$ cat src/rtl/rw_pkg.sv
package rw_pkg;
  localparam int CW = 8;
  typedef logic [CW-1:0] cnt_t;

  typedef enum logic [1:0] {
    OP_NONE  = 2'b00,
    OP_ALLOC = 2'b01,
    OP_CALL  = 2'b10,
    OP_RET   = 2'b11
  } op_e;

  typedef struct packed {
    cnt_t base;
    cnt_t nin;
    cnt_t nloc;
    cnt_t nout;
  } frame_t;
endpackage

$ cat src/rtl/rw_map.sv
module rw_map
  import rw_pkg::*;
#(
  parameter int NSTAT = 32,
  parameter int NSTK  = 96,
  parameter int LW    = 7
) (
  input  logic          clk,
  input  logic          rst,
  input  cnt_t          base,
  input  cnt_t          total,
  input  logic [LW-1:0] rd_lreg,
  input  logic [LW-1:0] wr_lreg,
  input  logic          wr_en,
  output logic [LW-1:0] rd_preg,
  output logic          rd_bad,
  output logic [LW-1:0] wr_preg,
  output logic          wr_go,
  output logic          wr_bad
);
  // returns {bad, physical}
  function automatic logic [LW:0] xlate(input logic [LW-1:0] l, input cnt_t b, input cnt_t t);
    int off;
    int idx;
    if (int'(l) < NSTAT) return {1'b0, l};
    off = int'(l) - NSTAT;
    idx = int'(b) + off;
    if (idx >= NSTK) idx = idx - NSTK;
    return {(off >= int'(t)), LW'(idx + NSTAT)};
  endfunction

  logic [LW:0] rd_x;
  logic [LW:0] wr_x;

  always_comb begin
    rd_x = xlate(rd_lreg, base, total);
    wr_x = xlate(wr_lreg, base, total);
  end

  always_ff @(posedge clk) begin
    if (rst) begin
      rd_preg <= '0;
      rd_bad  <= 1'b0;
      wr_preg <= '0;
      wr_bad  <= 1'b0;
      wr_go   <= 1'b0;
    end else begin
      rd_preg <= rd_x[LW-1:0];
      rd_bad  <= rd_x[LW];
      wr_preg <= wr_x[LW-1:0];
      wr_bad  <= wr_en & wr_x[LW];
      wr_go   <= wr_en & ~wr_x[LW];
    end
  end


  wr_suppress_chk: assert property (@(posedge clk) disable iff (rst) wr_bad |-> !wr_go);

  static_ident_chk: assert property (@(posedge clk) disable iff (rst)
    (int'(rd_lreg) < NSTAT) |=> (!rd_bad && rd_preg == $past(rd_lreg)));
endmodule

$ cat src/rtl/rw_stack.sv
module rw_stack
  import rw_pkg::*;
#(
  parameter int DEPTH = 16
) (
  input  logic   clk,
  input  logic   rst,
  input  logic   push_en,
  input  frame_t push_d,
  input  logic   pop_en,
  output frame_t top_d,
  output logic   empty,
  output logic   full
);
  localparam int IW = (DEPTH > 1) ? $clog2(DEPTH) : 1;
  localparam int NW = $clog2(DEPTH + 1);

  frame_t        mem [DEPTH];
  logic [NW-1:0] cnt;
  logic [IW-1:0] wr_idx;
  logic [IW-1:0] top_idx;

  assign wr_idx  = IW'(cnt);
  assign top_idx = IW'(cnt - NW'(1));
  assign empty   = (cnt == '0);
  assign full    = (cnt == NW'(DEPTH));
  assign top_d   = mem[top_idx];

  always_ff @(posedge clk) begin
    if (push_en) mem[wr_idx] <= push_d;
  end

  always_ff @(posedge clk) begin
    if (rst) cnt <= '0;
    else if (push_en && !pop_en) cnt <= cnt + NW'(1);
    else if (pop_en && !push_en) cnt <= cnt - NW'(1);
  end


  no_push_full_chk: assert property (@(posedge clk) disable iff (rst) !(push_en && full));

  no_pop_empty_chk: assert property (@(posedge clk) disable iff (rst) !(pop_en && empty));
endmodule

$ cat src/rtl/rw_ctl.sv
module rw_ctl
  import rw_pkg::*;
#(
  parameter int NSTK = 96
) (
  input  logic   clk,
  input  logic   rst,
  input  op_e    op,
  input  cnt_t   a_loc,
  input  cnt_t   a_out,
  input  logic   mem_ack,
  input  frame_t top_d,
  input  logic   st_empty,
  input  logic   st_full,
  output logic   push_en,
  output frame_t push_d,
  output logic   pop_en,
  output cnt_t   base_o,
  output cnt_t   total_o,
  output logic   busy,
  output logic   spill_req,
  output logic   fill_req,
  output logic   cmd_err
);
  localparam int SW = CW + 2;

  frame_t        cur;
  cnt_t          sv;
  cnt_t          p_loc;
  cnt_t          p_out;
  logic [SW-1:0] want;
  logic [SW-1:0] used_new;
  logic [SW-1:0] bsum;
  cnt_t          nbase;
  cnt_t          need;
  logic          ret_now;

  always_comb begin
    want     = SW'(cur.nin) + SW'(a_loc) + SW'(a_out);
    used_new = want + SW'(sv);
    bsum     = SW'(cur.base) + SW'(cur.nin) + SW'(cur.nloc);
    nbase    = (bsum >= SW'(NSTK)) ? CW'(bsum - SW'(NSTK)) : CW'(bsum);
    need     = top_d.nin + top_d.nloc;
    ret_now  = !busy && op == OP_RET && !st_empty && sv >= need;
    push_en  = !busy && op == OP_CALL && !st_full;
    push_d   = cur;
    pop_en   = ret_now || (fill_req && mem_ack);
  end

  assign busy    = spill_req | fill_req;
  assign base_o  = cur.base;
  assign total_o = cur.nin + cur.nloc + cur.nout;

  always_ff @(posedge clk) begin
    if (rst) begin
      cur       <= '0;
      sv        <= '0;
      p_loc     <= '0;
      p_out     <= '0;
      spill_req <= 1'b0;
      fill_req  <= 1'b0;
      cmd_err   <= 1'b0;
    end else begin
      cmd_err <= 1'b0;
      if (spill_req) begin
        if (mem_ack) begin
          cur.nloc  <= p_loc;
          cur.nout  <= p_out;
          sv        <= '0;
          spill_req <= 1'b0;
        end
      end else if (fill_req) begin
        if (mem_ack) begin
          cur      <= top_d;
          sv       <= '0;
          fill_req <= 1'b0;
        end
      end else begin
        case (op)
          OP_ALLOC: begin
            if (want > SW'(NSTK)) cmd_err <= 1'b1;
            else if (used_new > SW'(NSTK)) begin
              spill_req <= 1'b1;
              p_loc     <= a_loc;
              p_out     <= a_out;
            end else begin
              cur.nloc <= a_loc;
              cur.nout <= a_out;
            end
          end
          OP_CALL: begin
            if (st_full) cmd_err <= 1'b1;
            else begin
              cur.base <= nbase;
              cur.nin  <= cur.nout;
              cur.nloc <= '0;
              cur.nout <= '0;
              sv       <= sv + cur.nin + cur.nloc;
            end
          end
          OP_RET: begin
            if (st_empty) cmd_err <= 1'b1;
            else if (ret_now) begin
              cur <= top_d;
              sv  <= sv - need;
            end else fill_req <= 1'b1;
          end
          default: ;
        endcase
      end
    end
  end


  one_req_chk: assert property (@(posedge clk) disable iff (rst) !(spill_req && fill_req));

  spill_hold_chk: assert property (@(posedge clk) disable iff (rst) (spill_req && !mem_ack) |=> spill_req);

  fill_hold_chk: assert property (@(posedge clk) disable iff (rst) (fill_req && !mem_ack) |=> fill_req);

  frame_fit_chk: assert property (@(posedge clk) disable iff (rst)
    (SW'(cur.nin) + SW'(cur.nloc) + SW'(cur.nout)) <= SW'(NSTK));

  resident_fit_chk: assert property (@(posedge clk) disable iff (rst)
    !busy |-> (SW'(sv) + SW'(total_o)) <= SW'(NSTK));

  base_range_chk: assert property (@(posedge clk) disable iff (rst) SW'(cur.base) < SW'(NSTK));
endmodule

$ cat src/rtl/rw_renamer.sv
module rw_renamer
  import rw_pkg::*;
#(
  parameter  int NSTAT = 32,
  parameter  int NSTK  = 96,
  parameter  int DEPTH = 16,
  localparam int LW    = $clog2(NSTAT + NSTK)
) (
  input  logic          clk,
  input  logic          rst,
  input  logic [LW-1:0] rd_lreg,
  output logic [LW-1:0] rd_preg,
  output logic          rd_bad,
  input  logic [LW-1:0] wr_lreg,
  input  logic          wr_en,
  output logic [LW-1:0] wr_preg,
  output logic          wr_go,
  output logic          wr_bad,
  input  logic [1:0]    cmd_op,
  input  logic [CW-1:0] cmd_loc,
  input  logic [CW-1:0] cmd_out,
  input  logic          mem_ack,
  output logic          spill_req,
  output logic          fill_req,
  output logic          busy,
  output logic          cmd_err
);
  frame_t top_d;
  frame_t push_d;
  logic   push_en;
  logic   pop_en;
  logic   st_empty;
  logic   st_full;
  cnt_t   base;
  cnt_t   total;

  rw_stack #(.DEPTH(DEPTH)) u_stack (
    .clk(clk), .rst(rst), .push_en(push_en), .push_d(push_d), .pop_en(pop_en),
    .top_d(top_d), .empty(st_empty), .full(st_full)
  );

  rw_ctl #(.NSTK(NSTK)) u_ctl (
    .clk(clk), .rst(rst), .op(op_e'(cmd_op)), .a_loc(cmd_loc), .a_out(cmd_out),
    .mem_ack(mem_ack), .top_d(top_d), .st_empty(st_empty), .st_full(st_full),
    .push_en(push_en), .push_d(push_d), .pop_en(pop_en), .base_o(base), .total_o(total),
    .busy(busy), .spill_req(spill_req), .fill_req(fill_req), .cmd_err(cmd_err)
  );

  rw_map #(.NSTAT(NSTAT), .NSTK(NSTK), .LW(LW)) u_map (
    .clk(clk), .rst(rst), .base(base), .total(total), .rd_lreg(rd_lreg),
    .wr_lreg(wr_lreg), .wr_en(wr_en), .rd_preg(rd_preg), .rd_bad(rd_bad),
    .wr_preg(wr_preg), .wr_go(wr_go), .wr_bad(wr_bad)
  );
endmodule

$ cat config.mk
export PLATFORM = sky130hd
export DESIGN_NAME = rw_renamer
export DESIGN_NICKNAME = d
export VERILOG_FILES = /design/src/rtl/rw_pkg.sv /design/src/rtl/rw_map.sv /design/src/rtl/rw_stack.sv /design/src/rtl/rw_ctl.sv /design/src/rtl/rw_renamer.sv
export SDC_FILE = /design/constraint.sdc
export NUM_CORES = 1
export LEC_CHECK = 0
export BUFFER_PORTS_ARGS = -buffer_cell sky130_fd_sc_hd__buf_2
export CAP_MARGIN = 25
export CORE_ASPECT_RATIO = 1.25
export CORE_MARGIN = 2
export CORE_UTILIZATION = 55
export CTS_BUF_LIST = sky130_fd_sc_hd__clkbuf_4 sky130_fd_sc_hd__clkbuf_8 sky130_fd_sc_hd__clkbuf_16
export DETAILED_ROUTE_END_ITERATION = 6
export PLACE_DENSITY = 0.71
export SETUP_SLACK_MARGIN = 0.05
export SKIP_CTS_REPAIR_TIMING = 1
export SYNTH_ARGS = -nofsm -noshare
export SYNTH_HDL_FRONTEND = slang
export SYNTH_SLANG_ARGS = --single-unit
$ cat constraint.sdc
create_clock -name clk -period 8.17 [get_ports clk]
set_clock_uncertainty 0.05 [all_clocks]
set_input_delay 0.4085 -clock clk [delete_from_list [all_inputs] [get_ports clk]]
set_output_delay 0.4085 -clock clk [all_outputs]
set_load 0.02 [all_outputs]
Yosys cells after proc, flatten, opt, wreduce, memory -nomap -nowiden
Memories as Yosys holds them, arrays and structs flattened.
Cells that the tools add are included.
Word-level totals
  register bits: 81
  RAM bits: 512
  bits of input ports: 36
  output and inout port bits: 21
  word-level logic and storage cells: 141
  memories: 1
Cells by class
  add/sub/neg operators: 22
  magnitude comparators: 10
  equal/unequal tests: 14
  mux-type cells: 47
  bitwise operators: 7
  reductions and logical operators: 24
Memory list
  u_stack.mem: depth 16, bits a word 32, rd ports 1, clocked after memory_dff 0, write ports 1, line rw_stack.sv:18  | frame_t mem [DEPTH];
Operators by type and width (count)
  32-bit two-way mux: 5
  8-bit two-way mux: 11
  16-bit two-way mux: 4
  16-bit case mux with 3 select lines: 1
  8-bit adder: 5
  16-bit case mux with 2 select lines: 1
  9-bit by 8-bit adder with 10-bit output: 3
  7-bit two-way mux: 4
  10-bit by 8-bit adder with 10-bit output: 2
  10-bit by 8-bit >= comparator with 1-bit output, second input constant: 2
  10-bit by 7-bit greater-than comparator with 1-bit output, second input constant: 2
  8-bit by 8-bit adder with 9-bit output: 2
  8-bit by 9-bit >= comparator with 1-bit output: 2
  1-bit two-way mux: 17
  8-bit case mux with 2 select lines: 1
  7-bit by 6-bit subtractor with 8-bit output, second input constant: 2
  7-bit adder, second input constant: 2
  7-bit by 6-bit less-than comparator with 1-bit output, second input constant: 2
  7-bit by 6-bit subtractor with 7-bit output, second input constant: 2
  10-bit by 7-bit >= comparator with 1-bit output, second input constant: 1
  5-bit two-way mux: 2
  8-bit >= comparator: 1
  1-bit logical AND: 8
  4-bit by 2-bit != test with 1-bit output, second input constant: 2
  28 further kinds: 40

Logic depth before layout (Yosys ltp)
  depth in word-level cells: 10
  depth in mapped cells: 31
  depth with buffers taken out: 24

Cells and area by module
A second synthesis with hierarchy kept.
Second synthesis, totals
  cell total of the unflattened synthesis: 1827
  area, all modules: 27566.4 µm²
By module, submodules not included
  rw_stack: instances 1, cells each 889, area each 19882.8 µm², sequential area each 15474.8 µm²
  rw_ctl: instances 1, cells each 685, area each 5691.7 µm², sequential area each 1181.1 µm²
  rw_map: instances 1, cells each 253, area each 1991.9 µm², sequential area each 340.3 µm²

Worst setup path before layout
No wires, ideal clock.
  path type: reg2reg
  from: register u_stack.cnt[0]
  to: register u_stack.cnt[2]
  setup time: 0.071 ns
  arrival time: 6.658 ns
  required time: 8.049 ns
  slack: 1.392 ns
  cell stages (with the launch flop): 30
  buffers on the path: 7
  period minus slack after synthesis: 6.778 ns
  cell sequence: dfxtp_1 buf_2 buf_4 buf_2 buf_2 inv_1 ha_1 buf_2 buf_1 clkbuf_1 mux4_2 mux4_2 ha_1 fa_1 a21oi_1 nor2_1 nor2_1 o21bai_1 a21oi_1 xor2_1 ha_1 and4_1 a41oi_1 o21ai_0 a21oi_1 nor3_1 a21oi_1 ha_1 or3_1 a21oi_1
On the way
  cells in the longest elaborated chain, start to end: 9
  elaborated cells on any way between the ends: 20
  those cells by class: add/sub: 3; order compare: 1; eq/ne: 1; mux: 2; reduce/logical: 12; memory: 1
Ends and longest elaborated chain
  from (decl): line rw_stack.sv:19  | logic [NW-1:0] cnt;
  from (signal assigned): line rw_stack.sv:35  | else if (push_en && !pop_en) cnt <= cnt + NW'(1);
  from (signal assigned): line rw_stack.sv:36  | else if (pop_en && !push_en) cnt <= cnt - NW'(1);
  5-bit by 1-bit subtractor with 5-bit output: line rw_stack.sv:36
  memory read 16 x 32 bit
  8-bit adder: line rw_ctl.sv:43  | need = top_d.nin + top_d.nloc;
  8-bit >= comparator: line rw_ctl.sv:44  | ret_now = !busy && op == OP_RET && !st_empty && sv >= need;
  1-bit logical AND: line rw_ctl.sv:44
  1-bit logical OR: line rw_ctl.sv:47  | pop_en = ret_now || (fill_req && mem_ack);
  1-bit logical NOT: line rw_stack.sv:35
  1-bit logical AND: line rw_stack.sv:35
  5-bit two-way mux / 2-bit nonzero test (equally long branches)
Several ways; a longest one is shown, not always the timed one. The select of a mux whose other input is x is not followed.
A chain may end at the register's enable or synchronous reset.

Worst setup path in the final report
Same ends and word-level chain as after synthesis.

==> impl_metrics.csv <==
group,metric,value,unit
synth,yosysTopAreaCell,"edfxtp_1",
route,drtIter0Drc,1343,
layout,mostFrequentLayoutCells,"edfxtp_1 (512), mux4_2 (159), ha_1 (106), dfxtp_1 (80), a21oi_1 (77)",
worst_setup_path,regToRegSetupSlack,1.81,ns
route,routed-wl-met2,31990,um
worst_setup_path,worst-setup-path-type,"reg2reg",
synth,ys.flop_type,"edfxtp_1",
worst_setup_path,crit_path_start_kind,"flop",
global_route,antenna_found_initial,0,
floorplan,rows,91,
synth,ys_seq_area_frac,0.6203,
cts,cts_tree,"done",
timing,finalSetupTns,0,ns
timing,min_period_over_period,0.7785,
status,violations,"DRC",
synth,syn_nets,1873,
worst_hold_path,hold_end,"u_map.rd_preg[0]",
synth,synthAdderAreaFrac,0.07224,
worst_setup_path,r2r-start,"u_stack.cnt[0]",
route,viasPerCell,6.219,
synth,synth.area.mux_share,0.1454,
synth,synth_compound_area_frac,0.06370,
global_route,grt_overflow,0,
synth,yosysWarnings,0,
synth,synthCells,1698,
worst_hold_path,whs_path_depth,3,
timing,finalCriticalPeriod,6.360,ns
timing,rsz0062_at_grt,"no",
synth,synthTopCellsByArea,"edfxtp_1 (56%), mux4_2 (13%), dfxtp_1 (5.9%), ha_1 (4.9%), fa_1 (2.3%)",
global_route,grt_max_degree,76,
synth,ys_ff_latch,593,
cts,cts.reportedPaths.clkPinSlew,0.06,ns
synth,synth_xor_area_frac,0.01726,
worst_setup_path,worstReg2RegEnd,"u_stack.cnt[2]",
route,wl_per_cell,25.50,um
route,drc_errors,1,
worst_setup_path,required,8.64,ns
worst_setup_path,end_kind,"flop",
timing,setup_violations,0,
cts,numClockSinks,593,
route,routed_wl,63060,um
cts,worstSkewPairLatency,0.61,ns
cts,h-tree-depth,2,
route,drt-met1-wl,25570,um
layout,seq_area,0.01700,sq mm
placed_design,port_buffers,56,
cts,cts_made_buffers,55,
synth,synthesis.area,0.02740,sq mm
route,vias,15380,
worst_hold_path,hold_class,"in2reg",
layout,diodes,0,
route,route.met3.wl,3824,um
worst_setup_path,r2r_cells,22,
timing,max_freq,157.2,MHz
layout,multi_input_area,0.009876,sq mm
cts,clock-root-buffer,"clkbuf_16",
timing,slew_viol_final,0,
route,antenna_left,0,
layout,area_delta_synth_final,10.72,%
floorplan,die_x,203.6,um
placed_design,dp_hpwl,37800,um
layout,drive_gt1_frac,0.2124,
timing,tightest_slew,0.9973,ns
timing,hold_viol_final,0,
worst_setup_path,crit_arrival,6.83,ns
synth,synth_cell_types,70,
global_route,grt_util_all_layers,0.2507,
synth,synth_top_area_frac,0.5611,
floorplan,die-area,0.05163,sq mm
worst_setup_path,critPathMaxFanout,62,
floorplan,die_h,253.5,um
synth,synth-edff-count,512,
synth,synth_top_family_by_area,"multiplexers",
route,top_layer_used,"met4",
status,status,"complete, but fails checks",
timing,slew_headroom,0.3342,
route,first_pass_iters,7,
floorplan,core-area,0.04930,sq mm
synth,synth-simple-area-share,0.05991,
global_route,grt_pass1_vias,15853,
layout,layout_commonest_cell,"edfxtp_1",
synth,postSynth.asyncResetShare,0,
layout,nets,1955,
global_route,grt_pass1_wl,96280,um
worst_hold_path,hold_start,"rd_lreg[0]",
floorplan,ioPinCount,57,
floorplan,initial_core_util,0.5558,
synth,synth_area_per_cell,16.14,sq um
placed_design,place.gp.congestion,0.8422,
flow_run,maxCapViolCount,0,
cts,clk_path_buf_depth,3,
layout,nFillCells,3523,
-- synth_stat cells, drive strengths merged, types with 4 or more instances --
| master | count |
|---|---|
| fa | 32 |
| o21ai | 60 |
| o211ai | 7 |
| inv | 70 |
| a211oi | 14 |
| nand2 | 68 |
| nand4 | 5 |
| a311oi | 12 |
| buf | 26 |
| ha | 107 |
| mux2i | 37 |
| nor2b | 13 |
| dfxtp | 81 |
| a21o | 22 |
| and2 | 16 |
| and3 | 7 |
| a21oi | 79 |
| nor3 | 14 |
| or4 | 4 |
| or3 | 8 |
| nand3 | 4 |
| xnor2 | 38 |
| mux4 | 159 |
| xor2 | 16 |
| clkbuf | 46 |
| a31oi | 4 |
| nor2 | 68 |
| nor3b | 20 |
| nand2b | 68 |
| o21a | 16 |
| a21boi | 5 |
| o21bai | 14 |
| edfxtp | 512 |
-- how the worst max path moves through the flow --
stage	slack, ns	to	start
floorplan	1.39	u_stack.cnt[2]	u_stack.cnt[0]
global placement	1.89	u_stack.cnt[3]	u_stack.cnt[0]
detailed placement	1.79	u_stack.cnt[2]	u_stack.cnt[0]
CTS	1.80	u_stack.cnt[3]	u_stack.cnt[0]
global route	1.37	u_stack.cnt[3]	u_stack.cnt[0]
finish	1.81	u_stack.cnt[2]	u_stack.cnt[0]
-- metal layers --
metal,track usage,up-vias
met4,0.07550,0
met2,0.4300,574
met3,0.03488,111
li1,-,6786
met1,0.3352,7909
met5,0,-
-- critical path: stages (launching register included) --
cell and delay (ns):
dfxtp_4 0.53, inv_1 0.17, ha_4 0.75, buf_12 0.39, mux4_2 0.36, mux4_2 0.52, ha_1 0.35, a21oi_1 0.17
nor2_1 0.05, nor2_1 0.15, o21bai_1 0.08, a21oi_1 0.18, xor2_1 0.16, ha_1 0.29, and4_1 0.17, a41oi_1 0.23
o21ai_0 0.13, a21oi_1 0.36, nor3_1 0.10, a21oi_1 0.16, ha_1 0.33, or3_1 0.39, a21oi_1 0.15
-- flip-flops by register name (all words and copies together), names as in the netlist --
name	flops
u_stack.mem	512
u_ctl.push_d	24
u_ctl.base_o	8
u_ctl.p_loc	8
u_ctl.p_out	8
u_ctl.sv	8
u_map.rd_preg	7
u_map.wr_preg	7
u_stack.cnt	5
u_ctl.cmd_err	1
u_ctl.fill_req	1
u_ctl.spill_req	1
u_map.rd_bad	1
u_map.wr_bad	1
u_map.wr_go	1
-- area by class of cell --
class / count / share of cell area
Inverter: 70 / 0.008661
Clock inverter: 33 / 0.01002
Clock buffer: 66 / 0.04809
Multi-Input combinational cell: 963 / 0.3255
Sequential cell: 593 / 0.5604
Timing Repair Buffer: 97 / 0.02050
Tap cell: 651 / 0.02685
-- per-stage QoR --
stage / hold WS (ns) / worst slack [ns] / util / area, sq um / std cells
3_5_place_dp: 0.4188 / 1.793 / 0.5792 / 28550 / 2372
2_1_floorplan: 0.3987 / 1.392 / - / 27400 / 1698
3_3_place_gp: 0.4110 / 1.894 / 0.5788 / 28530 / 2371
4_1_cts: -0.008183 / 1.799 / 0.6149 / 30320 / 2471
6_report: 0.04433 / 1.810 / 0.6154 / 30340 / 2473
5_1_grt: 0.03200 / 1.369 / 0.6154 / 30340 / 2473
-- kinds of logic (layout without fill, tap and decap cells) --
| logic type | count (synthesis) | in the layout |
|---|---|---|
| adders and majority gates | 139 | 139 |
| and+or+nand+nor | 311 | 311 |
| buffers and inverters | 142 | 266 |
| muxes | 199 | 199 |
| DFF | 593 | 593 |
| AOI/OAI and AO/OA | 260 | 260 |
| xor gates and xnor gates | 54 | 54 |
Power is left out: the tool's default activity adds up to more than one toggle a clock period on the data nets, which glitch-free logic cannot reach.
